==> config.mk <==
export PLATFORM = sky130hd
export DESIGN_NAME = rfs_sched
export DESIGN_NICKNAME = d
export VERILOG_FILES = /design/src/rtl/rfs_pkg.sv /design/src/rtl/rfs_interval_timer.sv /design/src/rtl/rfs_arbiter.sv /design/src/rtl/rfs_busy_timer.sv /design/src/rtl/rfs_row_counter.sv /design/src/rtl/rfs_sweep_monitor.sv /design/src/rtl/rfs_sched.sv
export SDC_FILE = /design/constraint.sdc
export NUM_CORES = 1
export LEC_CHECK = 0
export ABC_AREA = 1
export BUFFER_PORTS_ARGS = -buffer_cell sky130_fd_sc_hd__clkbuf_2
export CAP_MARGIN = 20
export CORE_MARGIN = 4
export CORE_UTILIZATION = 54
export DETAILED_ROUTE_END_ITERATION = 10
export PLACE_DENSITY = 0.75
export SYNTH_ARGS = -nofsm -noshare
export SYNTH_HDL_FRONTEND = slang
export SYNTH_SLANG_ARGS = --single-unit
==> constraint.sdc <==
create_clock -name clk -period 1.6 [get_ports clk]
set_input_delay 0.08 -clock clk [delete_from_list [all_inputs] [get_ports clk]]
set_output_delay 0.08 -clock clk [all_outputs]
set_load 0.05 [all_outputs]
==> src/rtl/rfs_pkg.sv <==
package rfs_pkg;

   // Counter width able to hold values 0 .. n-1 (at least one bit).
   function automatic int unsigned idx_width(input int unsigned n);
      return (n < 2) ? 1 : $clog2(n);
   endfunction

   function automatic bit is_pow2(input int unsigned n);
      return (n != 0) && ((n & (n - 1)) == 0);
   endfunction

endpackage

==> src/rtl/rfs_interval_timer.sv <==
module rfs_interval_timer #(
   parameter int unsigned INTERVAL_CYC = 3383
) (
   input  logic clk,
   input  logic rst,
   output logic expire
);
   localparam int unsigned CW = rfs_pkg::idx_width(INTERVAL_CYC);
   localparam logic [CW-1:0] RELOAD = CW'(INTERVAL_CYC - 1);

   logic [CW-1:0] cnt_q;

   assign expire = (cnt_q == '0);

   always_ff @(posedge clk) begin
      if (rst)         cnt_q <= RELOAD;
      else if (expire) cnt_q <= RELOAD;
      else             cnt_q <= cnt_q - CW'(1);
   end
endmodule

==> src/rtl/rfs_arbiter.sv <==
module rfs_arbiter (
   input  logic clk,
   input  logic rst,
   input  logic expire,
   input  logic acc_req,
   input  logic acc_inflight,
   input  logic busy,
   output logic issue_now,
   output logic acc_gnt,
   output logic pend_ovf
);
   logic pending_q;
   logic want;

   assign want      = expire | pending_q;
   assign issue_now = want & ~acc_inflight & ~busy;
   assign acc_gnt   = acc_req & ~busy & ~want;

   always_ff @(posedge clk) begin
      if (rst) begin
         pending_q <= 1'b0;
         pend_ovf  <= 1'b0;
      end else if (issue_now) begin
         // one request consumed; a simultaneous second one stays waiting
         pending_q <= pending_q & expire;
      end else if (expire) begin
         if (pending_q) pend_ovf <= 1'b1;
         pending_q <= 1'b1;
      end
   end
endmodule

==> src/rtl/rfs_busy_timer.sv <==
module rfs_busy_timer #(
   parameter int unsigned BUSY_CYC = 70
) (
   input  logic clk,
   input  logic rst,
   input  logic start,
   output logic busy
);
   localparam int unsigned CW = rfs_pkg::idx_width(BUSY_CYC + 1);

   logic [CW-1:0] cnt_q;

   assign busy = (cnt_q != '0);

   always_ff @(posedge clk) begin
      if (rst)        cnt_q <= '0;
      else if (start) cnt_q <= CW'(BUSY_CYC);
      else if (busy)  cnt_q <= cnt_q - CW'(1);
   end
endmodule

==> src/rtl/rfs_row_counter.sv <==
module rfs_row_counter #(
   parameter  int unsigned ROWS         = 65536,
   parameter  int unsigned ROWS_PER_CMD = 8,
   localparam int unsigned ROW_W        = rfs_pkg::idx_width(ROWS)
) (
   input  logic             clk,
   input  logic             rst,
   input  logic             start,
   output logic             wrap_now,
   output logic [ROW_W-1:0] ref_row
);
   localparam int unsigned CMDS = ROWS / ROWS_PER_CMD;
   localparam int unsigned GW   = rfs_pkg::idx_width(CMDS);
   localparam logic [GW-1:0] LAST_GRP = GW'(CMDS - 1);

   logic [GW-1:0]    grp_q;
   logic [ROW_W-1:0] row_of_grp;

   assign wrap_now = start & (grp_q == LAST_GRP);

   generate
      if (ROWS_PER_CMD == 1) begin : g_single
         assign row_of_grp = ROW_W'(grp_q);
      end else if (rfs_pkg::is_pow2(ROWS_PER_CMD)) begin : g_shift
         localparam int unsigned OFS_W = $clog2(ROWS_PER_CMD);
         assign row_of_grp = ROW_W'({grp_q, {OFS_W{1'b0}}});
      end else begin : g_mult
         assign row_of_grp = ROW_W'(grp_q) * ROW_W'(ROWS_PER_CMD);
      end
   endgenerate

   always_ff @(posedge clk) begin
      if (rst) begin
         grp_q   <= '0;
         ref_row <= '0;
      end else if (start) begin
         ref_row <= row_of_grp;
         grp_q   <= wrap_now ? '0 : grp_q + GW'(1);
      end
   end
endmodule

==> src/rtl/rfs_sweep_monitor.sv <==
module rfs_sweep_monitor #(
   parameter int unsigned SWEEP_LIMIT_CYC = 27720000
) (
   input  logic clk,
   input  logic rst,
   input  logic wrap_now,
   output logic ret_viol
);
   localparam int unsigned CW = rfs_pkg::idx_width(SWEEP_LIMIT_CYC + 1);
   localparam logic [CW-1:0] LIMIT = CW'(SWEEP_LIMIT_CYC);

   logic [CW-1:0] age_q;

   always_ff @(posedge clk) begin
      if (rst) begin
         age_q    <= '0;
         ret_viol <= 1'b0;
      end else begin
         if (wrap_now)            age_q <= '0;
         else if (age_q != LIMIT) age_q <= age_q + CW'(1);
         if (!wrap_now && age_q == LIMIT) ret_viol <= 1'b1;
      end
   end
endmodule

==> src/rtl/rfs_sched.sv <==
module rfs_sched #(
   parameter  int unsigned ROWS            = 65536,
   parameter  int unsigned ROWS_PER_CMD    = 8,
   parameter  int unsigned INTERVAL_CYC    = 3383,
   parameter  int unsigned BUSY_CYC        = 70,
   parameter  int unsigned SWEEP_LIMIT_CYC = 27720000,
   localparam int unsigned ROW_W           = rfs_pkg::idx_width(ROWS)
) (
   input  logic             clk,
   input  logic             rst,
   input  logic             acc_req,
   input  logic             acc_inflight,
   output logic             acc_gnt,
   output logic             ref_busy,
   output logic             ref_issue,
   output logic [ROW_W-1:0] ref_row,
   output logic             sweep_done,
   output logic             pend_ovf,
   output logic             ret_viol
);
   localparam int unsigned CMDS = ROWS / ROWS_PER_CMD;

   generate
      if (ROWS_PER_CMD == 0 || (ROWS % ROWS_PER_CMD) != 0) begin : g_bad_group
         $error("ROWS must be a nonzero multiple of ROWS_PER_CMD");
      end
      if (CMDS < 2) begin : g_bad_cmds
         $error("a sweep needs at least two commands");
      end
      if (BUSY_CYC == 0 || BUSY_CYC >= INTERVAL_CYC) begin : g_bad_busy
         $error("BUSY_CYC must be nonzero and shorter than INTERVAL_CYC");
      end
      if (CMDS * INTERVAL_CYC > SWEEP_LIMIT_CYC) begin : g_bad_limit
         $error("nominal sweep time exceeds SWEEP_LIMIT_CYC");
      end
   endgenerate

   logic expire;
   logic issue_now;
   logic wrap_now;

   rfs_interval_timer #(.INTERVAL_CYC(INTERVAL_CYC)) u_tmr (
      .clk(clk), .rst(rst), .expire(expire)
   );

   rfs_arbiter u_arb (
      .clk(clk), .rst(rst), .expire(expire), .acc_req(acc_req),
      .acc_inflight(acc_inflight), .busy(ref_busy), .issue_now(issue_now),
      .acc_gnt(acc_gnt), .pend_ovf(pend_ovf)
   );

   rfs_busy_timer #(.BUSY_CYC(BUSY_CYC)) u_busy (
      .clk(clk), .rst(rst), .start(issue_now), .busy(ref_busy)
   );

   rfs_row_counter #(.ROWS(ROWS), .ROWS_PER_CMD(ROWS_PER_CMD)) u_rows (
      .clk(clk), .rst(rst), .start(issue_now), .wrap_now(wrap_now),
      .ref_row(ref_row)
   );

   rfs_sweep_monitor #(.SWEEP_LIMIT_CYC(SWEEP_LIMIT_CYC)) u_sweep (
      .clk(clk), .rst(rst), .wrap_now(wrap_now), .ret_viol(ret_viol)
   );

   always_ff @(posedge clk) begin
      if (rst) begin
         ref_issue  <= 1'b0;
         sweep_done <= 1'b0;
      end else begin
         ref_issue  <= issue_now;
         sweep_done <= wrap_now;
      end
   end
endmodule

-- Word-level counts from Yosys, hierarchy flattened
Index checks and enable logic that the tools add are counted.
- word-level logic and storage cells: 44
- register bits: 75
- input bits: 4
- reductions and logical operators: 10
- multiplexer cells: 5
- bitwise gates (word level): 11
- equality and inequality tests: 3
- $add $sub $neg: 4
- operator list (cell ; number):
    $add A25 B1 Y25 const B ; 1
    $eq A25 B25 Y1 const B ; 1
    $ne A25 B25 Y1 const B ; 1
    $mux W7 ; 2
    $add A13 B1 Y13 const B ; 1
    $eq A13 B13 Y1 const B ; 1
    $mux W13 ; 1
    $logic_not A12 Y1 ; 1
    $sub A12 B1 Y12 const B ; 1
    $reduce_bool A7 Y1 ; 1
    $sub A7 B1 Y7 const B ; 1
    $and A1 B1 Y1 ; 6
    $reduce_or A2 Y1 ; 3
    $not A1 Y1 ; 4
    $reduce_bool A2 Y1 ; 2
    $reduce_and A3 Y1 ; 1
    $mux W1 ; 2
    $logic_and A1 B1 Y1 ; 1
    $logic_not A1 Y1 ; 1
    $or A1 B1 Y1 ; 1

-- Logic depth before layout (Yosys ltp)
- depth in word-level cells: 7
- depth in mapped cells: 12
- mapped depth without buffers: 11

-- Hierarchy
From an unflattened synthesis, not the netlist that was laid out.
- cells, all modules: 546
- area total of the unflattened synthesis: 3856.2 um^2
- by module, submodules not included (module ; sequential area each (um^2) ; cells an instance ; area an instance (um^2) ; instances):
    rfs_sweep_monitor ; 520.5 ; 231 ; 1460.2 ; 1
    rfs_row_counter ; 520.5 ; 150 ; 1148.6 ; 1
    rfs_interval_timer ; 240.2 ; 87 ; 663.1 ; 1
    rfs_busy_timer ; 140.1 ; 52 ; 392.9 ; 1
    rfs_arbiter ; 40.0 ; 20 ; 136.4 ; 1
    rfs_sched ; 40.0 ; 6 ; 55.1 ; 1

-- Least setup slack after synthesis
No wires, ideal clock.
- path type: reg2out
- start point: register u_busy.cnt_q[0]
- end point: output acc_gnt
- path slack: -247 ps
- data arrival time: 1767 ps
- cell stages (with the launch flop): 9
- path through: dfxtp_1 inv_1 ha_1 inv_1 nor2_4 nand2_4 inv_1 nand2_1 nor2_1
- longest elaborated chain between the ends: 4
- RTL lines (what ; RTL line ; text):
    start: declaration ; rfs_busy_timer.sv:11 ; logic [CW-1:0] cnt_q;
    start signal: assignment ; rfs_busy_timer.sv:17 ; else if (start) cnt_q <= CW'(BUSY_CYC);
    start signal: assignment ; rfs_busy_timer.sv:18 ; else if (busy) cnt_q <= cnt_q - CW'(1);
    $reduce_bool A7 Y1 ; rfs_busy_timer.sv:13 ; assign busy = (cnt_q != '0);
    via ref_busy ; rfs_sched.sv:14 ; output logic ref_busy,
    $not A1 Y1 ; rfs_arbiter.sv:17 ; assign acc_gnt = acc_req & ~busy & ~want;
    $and A1 B1 Y1 (2 in series) ; rfs_arbiter.sv:17 ;
    end: declaration ; rfs_sched.sv:13 ; output logic acc_gnt,
The timed path passes the listed nets, and every way through them passes these cells.

-- Worst setup path after layout
- start point: register u_busy.cnt_q[0]
- end point: output acc_gnt
- longest elaborated chain between the ends: 4
- RTL lines (what ; RTL line):
    $reduce_bool A7 Y1 ; rfs_busy_timer.sv:13
    $not A1 Y1 ; rfs_arbiter.sv:17
    $and A1 B1 Y1 (2 in series) ; rfs_arbiter.sv:17
Every way passes these cells.

==> impl_metrics.csv <==
group,metric,value,unit
final_layout,final_util,0.697,
min_path,min_path_type,"input pin to flop",
pwr,cell_internal_pwr,3260,µW
routing,via_count,3557,
cts,cts.path.max_buffers,2,
die,ioPinCount,26,
global_route,antenna_found_initial,0,
setup_path,critPathMaxFanout,5,
sta,fin_crit_sh,1.05,
run,maxCapViolations,0,
setup_path,cpPeakStageDelay,0.33,ns
global_route,grt_pass1_vias,3277,
global_route,grt_max_degree,25,
pwr,peakVddDrop,0.463,mV
cts,cts_root_buf,"clkbuf_8",
sta,setup_viol,1,
routing,viasPerCell,5.26,
place,dpl.hpwl,5770,µm
setup_path,required,1.52,ns
setup_path,critPathArrivalTime,1.61,ns
yosys,syn-cell-area,3740,µm²
pwr,combPwrFrac,0.255,
die,rows,30,
status,status,"finished with violations",
cts,cts_sinks,75,
cts,hold_buffers,0,
sta,timing_hold_violations_final,0,
final_layout,fin_nets,601,
final_layout,drive_above_1_share,0.265,
final_layout,layout.cells.non_filler,676,
die,die_w,91.3,µm
pwr,swShare,0.310,
yosys,post_synth_num_cell_types,36,
pwr,leakagePower,0.00205,µW
routing,drc,0,
status,violations,"setup timing",
die,start_util,0.554,
sta,setup_slack,-0.0878,ns
final_layout,diodes,0,
setup_path,startpoint_type,"flop",
sta,min_period,1.69,ns
cts,clk_pin_slew,0.08,ns
yosys,syn_inst,517,
global_route,grt-ovfl-total,0,
sta,whs,0.127,ns
setup_path,reg2reg_from,"u_rows.grp_q[0]$_SDFFE_PP0P_",
sta,fmax,0.592,GHz
setup_path,crit_path_start,"u_busy.cnt_q[0]$_SDFFE_PP0P_",
yosys,syn_avg_cell_area,7.24,µm²
pwr,power_frac_seq,0.424,
routing,ant_nets,0,
final_layout,area.growth.synth_to_final,25.8,%
die,die_area,8330,µm²
setup_path,cp-end-kind,"output pin",
routing,drt_iter0_markers,151,
cts,htree_num_levels,3,
routing,avgRoutedWirePerCell,13.5,µm
min_path,min_from,"rst",
pwr,powerDensity,1000,nW/µm²
sta,rsz0062_at_grt,"yes",
routing,first_pass_iters,4,
setup_path,crit_slowest_cell,"dfxtp_2",
die,die_h,91.3,µm
die,core-area,6760,µm²
place,port_buffers,22,
pwr,clockPowerShare,0.322,
sta,maxSlewViolCount,0,
global_route,track_usage,0.206,
yosys,ys_ff_latch,75,
routing,drt_wl_total,9090,µm
pwr,p_sw,1460,µW
cts,cts_tree,"yes",
cts,cts_made_buffers,9,
setup_path,crit_chain,"inv_2, ha_4, inv_2, nor2_4, nand2_8, inv_4, nand2_4, nor2_4, buf_8",
global_route,grt_pass1_wl,14000,µm
yosys,yosysSeqAreaShare,0.401,
place,placed_cells,634,
sta,fin_skew,0.00834,ns
place,gp_congestion,0.890,
yosys,yosys_warnings,0,
cts,clock_latency,0.36,ns
setup_path,r2r_slack,0.01,ns
setup_path,path_class,"flop to output pin",
[cell usage in the layout, fill, tap and decap left out, types with 4 or more instances in the layout]
master	netlist	routed
nor3_2	4	4
nand4_1	19	19
nand3_1	31	26
nand3_2	2	7
xor2_1	13	13
dfxtp_2	0	8
xnor2_1	6	6
nand2_8	0	5
a21oi_1	27	27
buf_4	5	41
nand2_4	6	4
clkbuf_8	0	11
clkbuf_2	0	21
nand2_2	4	8
inv_2	5	10
or2_2	4	4
nor3_1	9	8
dfxtp_1	75	67
nor2_1	63	61
nand2_1	145	138
inv_1	54	47
nor2_4	4	8
nor2_2	6	5
[Yosys cell counts]
master,n,area share
nor2_8,3,0.016
a21o_1,1,0.0020
buf_4,5,0.010
nand3_1,31,0.041
nor2_1,63,0.063
o21ai_1,1,0.0013
nand3_2,2,0.0053
nand3b_1,3,0.0060
xnor2_1,6,0.014
nand2_4,6,0.018
conb_1,1,0.0010
buf_6,5,0.015
inv_2,5,0.0050
ha_1,6,0.020
inv_1,54,0.054
nor2_2,6,0.010
nor2_4,4,0.012
o21bai_1,1,0.0020
o31ai_1,2,0.0040
dfxtp_1,75,0.40
clkinv_1,1,0.0010
nor3_2,4,0.011
or2_1,1,0.0017
nor3_1,9,0.012
nand2_2,4,0.0067
clkbuf_1,1,0.0010
or2_2,4,0.0067
a21oi_1,27,0.036
xor2_1,13,0.030
nand4_1,19,0.032
a31oi_1,3,0.0050
or2_0,1,0.0017
nand2_1,145,0.15
o21ai_0,3,0.0040
o21a_1,1,0.0020
and3_1,1,0.0017
[power by group through the flow]
stage | logic (µW) | registers [µW] | clock network, µW
after floorplan | 666 | 2030 | 0
after global placement | 789 | 2030 | 0
after detailed placement | 803 | 2030 | 0
after CTS | 951 | 1990 | 1540
after global routing | 1280 | 2010 | 1630
final | 1200 | 2000 | 1520
[what timing repair did]
item	4_1_cts	5_1_grt
pin swaps	3	23
hold endpoints to repair	0	0
setup buffers	5	21
gates cloned	0	1
setup endpoints to repair	17	56
resized for setup	13	45
[metrics by stage]
stage / cell area [µm²] / setup WS (ns) / TNS, ns / total power [µW]
3_3_place_gp: 4070 / 0.0467 / 0 / 2820
4_1_cts: 4350 / -0.0871 / -0.0871 / 4490
6_report: 4710 / -0.0878 / -0.0878 / 4730
2_1_floorplan: 3770 / 0.00158 / 0 / 2690
3_5_place_dp: 4070 / 0.00249 / 0 / 2840
5_1_grt: 4710 / -0.144 / -1.32 / 4920
[metal layers]
layer / vias up / GRT usage / share of wire
li1: 1803 / - / -
met1: 1620 / 0.232 / 0.42
met2: 102 / 0.348 / 0.50
met3: 32 / 0.0472 / 0.046
met4: 0 / 0.136 / 0.040
met5: - / 0 / 0
[final cells by class]
class	instances	area (µm²)
multi-input combinational	374	2110
fill	513	2050
sequential	75	1510
timing repair buffer	71	552
inverter	60	235
clock buffer	12	155
tap	80	100
clock inverter	4	48.8
[logic make-up (layout without fill, tap and decap cells)]
logic type,after synthesis,in the layout,synth area share
xor gates and xnor gates,19,19,0.0445
buffers and inverters,71,147,0.0863
DFF,75,75,0.401
AOI/OAI and AO/OA,39,39,0.0565
and+or+nand+nor,306,307,0.391
adders and majority gates,6,6,0.0201
other,1,3,0.00100
[final timing paths]
kind	endpoint	cells past startpoint
setup / recovery	acc_gnt	9
setup reg to reg	u_rows.grp_q[9]$_SDFFE_PP0P_	8
hold / removal	u_rows.ref_row[3]$_SDFFE_PP0P_	4
hold reg to reg	u_tmr.cnt_q[0]$_SDFF_PP0_	1
[flip-flops by register name, summed over array words and instances (netlist names)]
name / count
u_sweep.ret_viol: 1
u_rows.grp_q: 13
sweep_done: 1
u_arb.pending_q: 1
u_tmr.cnt_q: 12
u_busy.cnt_q: 7
u_rows.ref_row: 13
u_sweep.age_q: 25
u_arb.pend_ovf: 1
ref_issue: 1
[critical path: cells and delay by family (launching register included)]
family                     cells  cell delay, ns
and+or+nand+nor                4            0.42
adders and majority gates      1            0.14
buffers and inverters          4            0.35
DFF                            1            0.33
(Power assumes the default switching activity.)
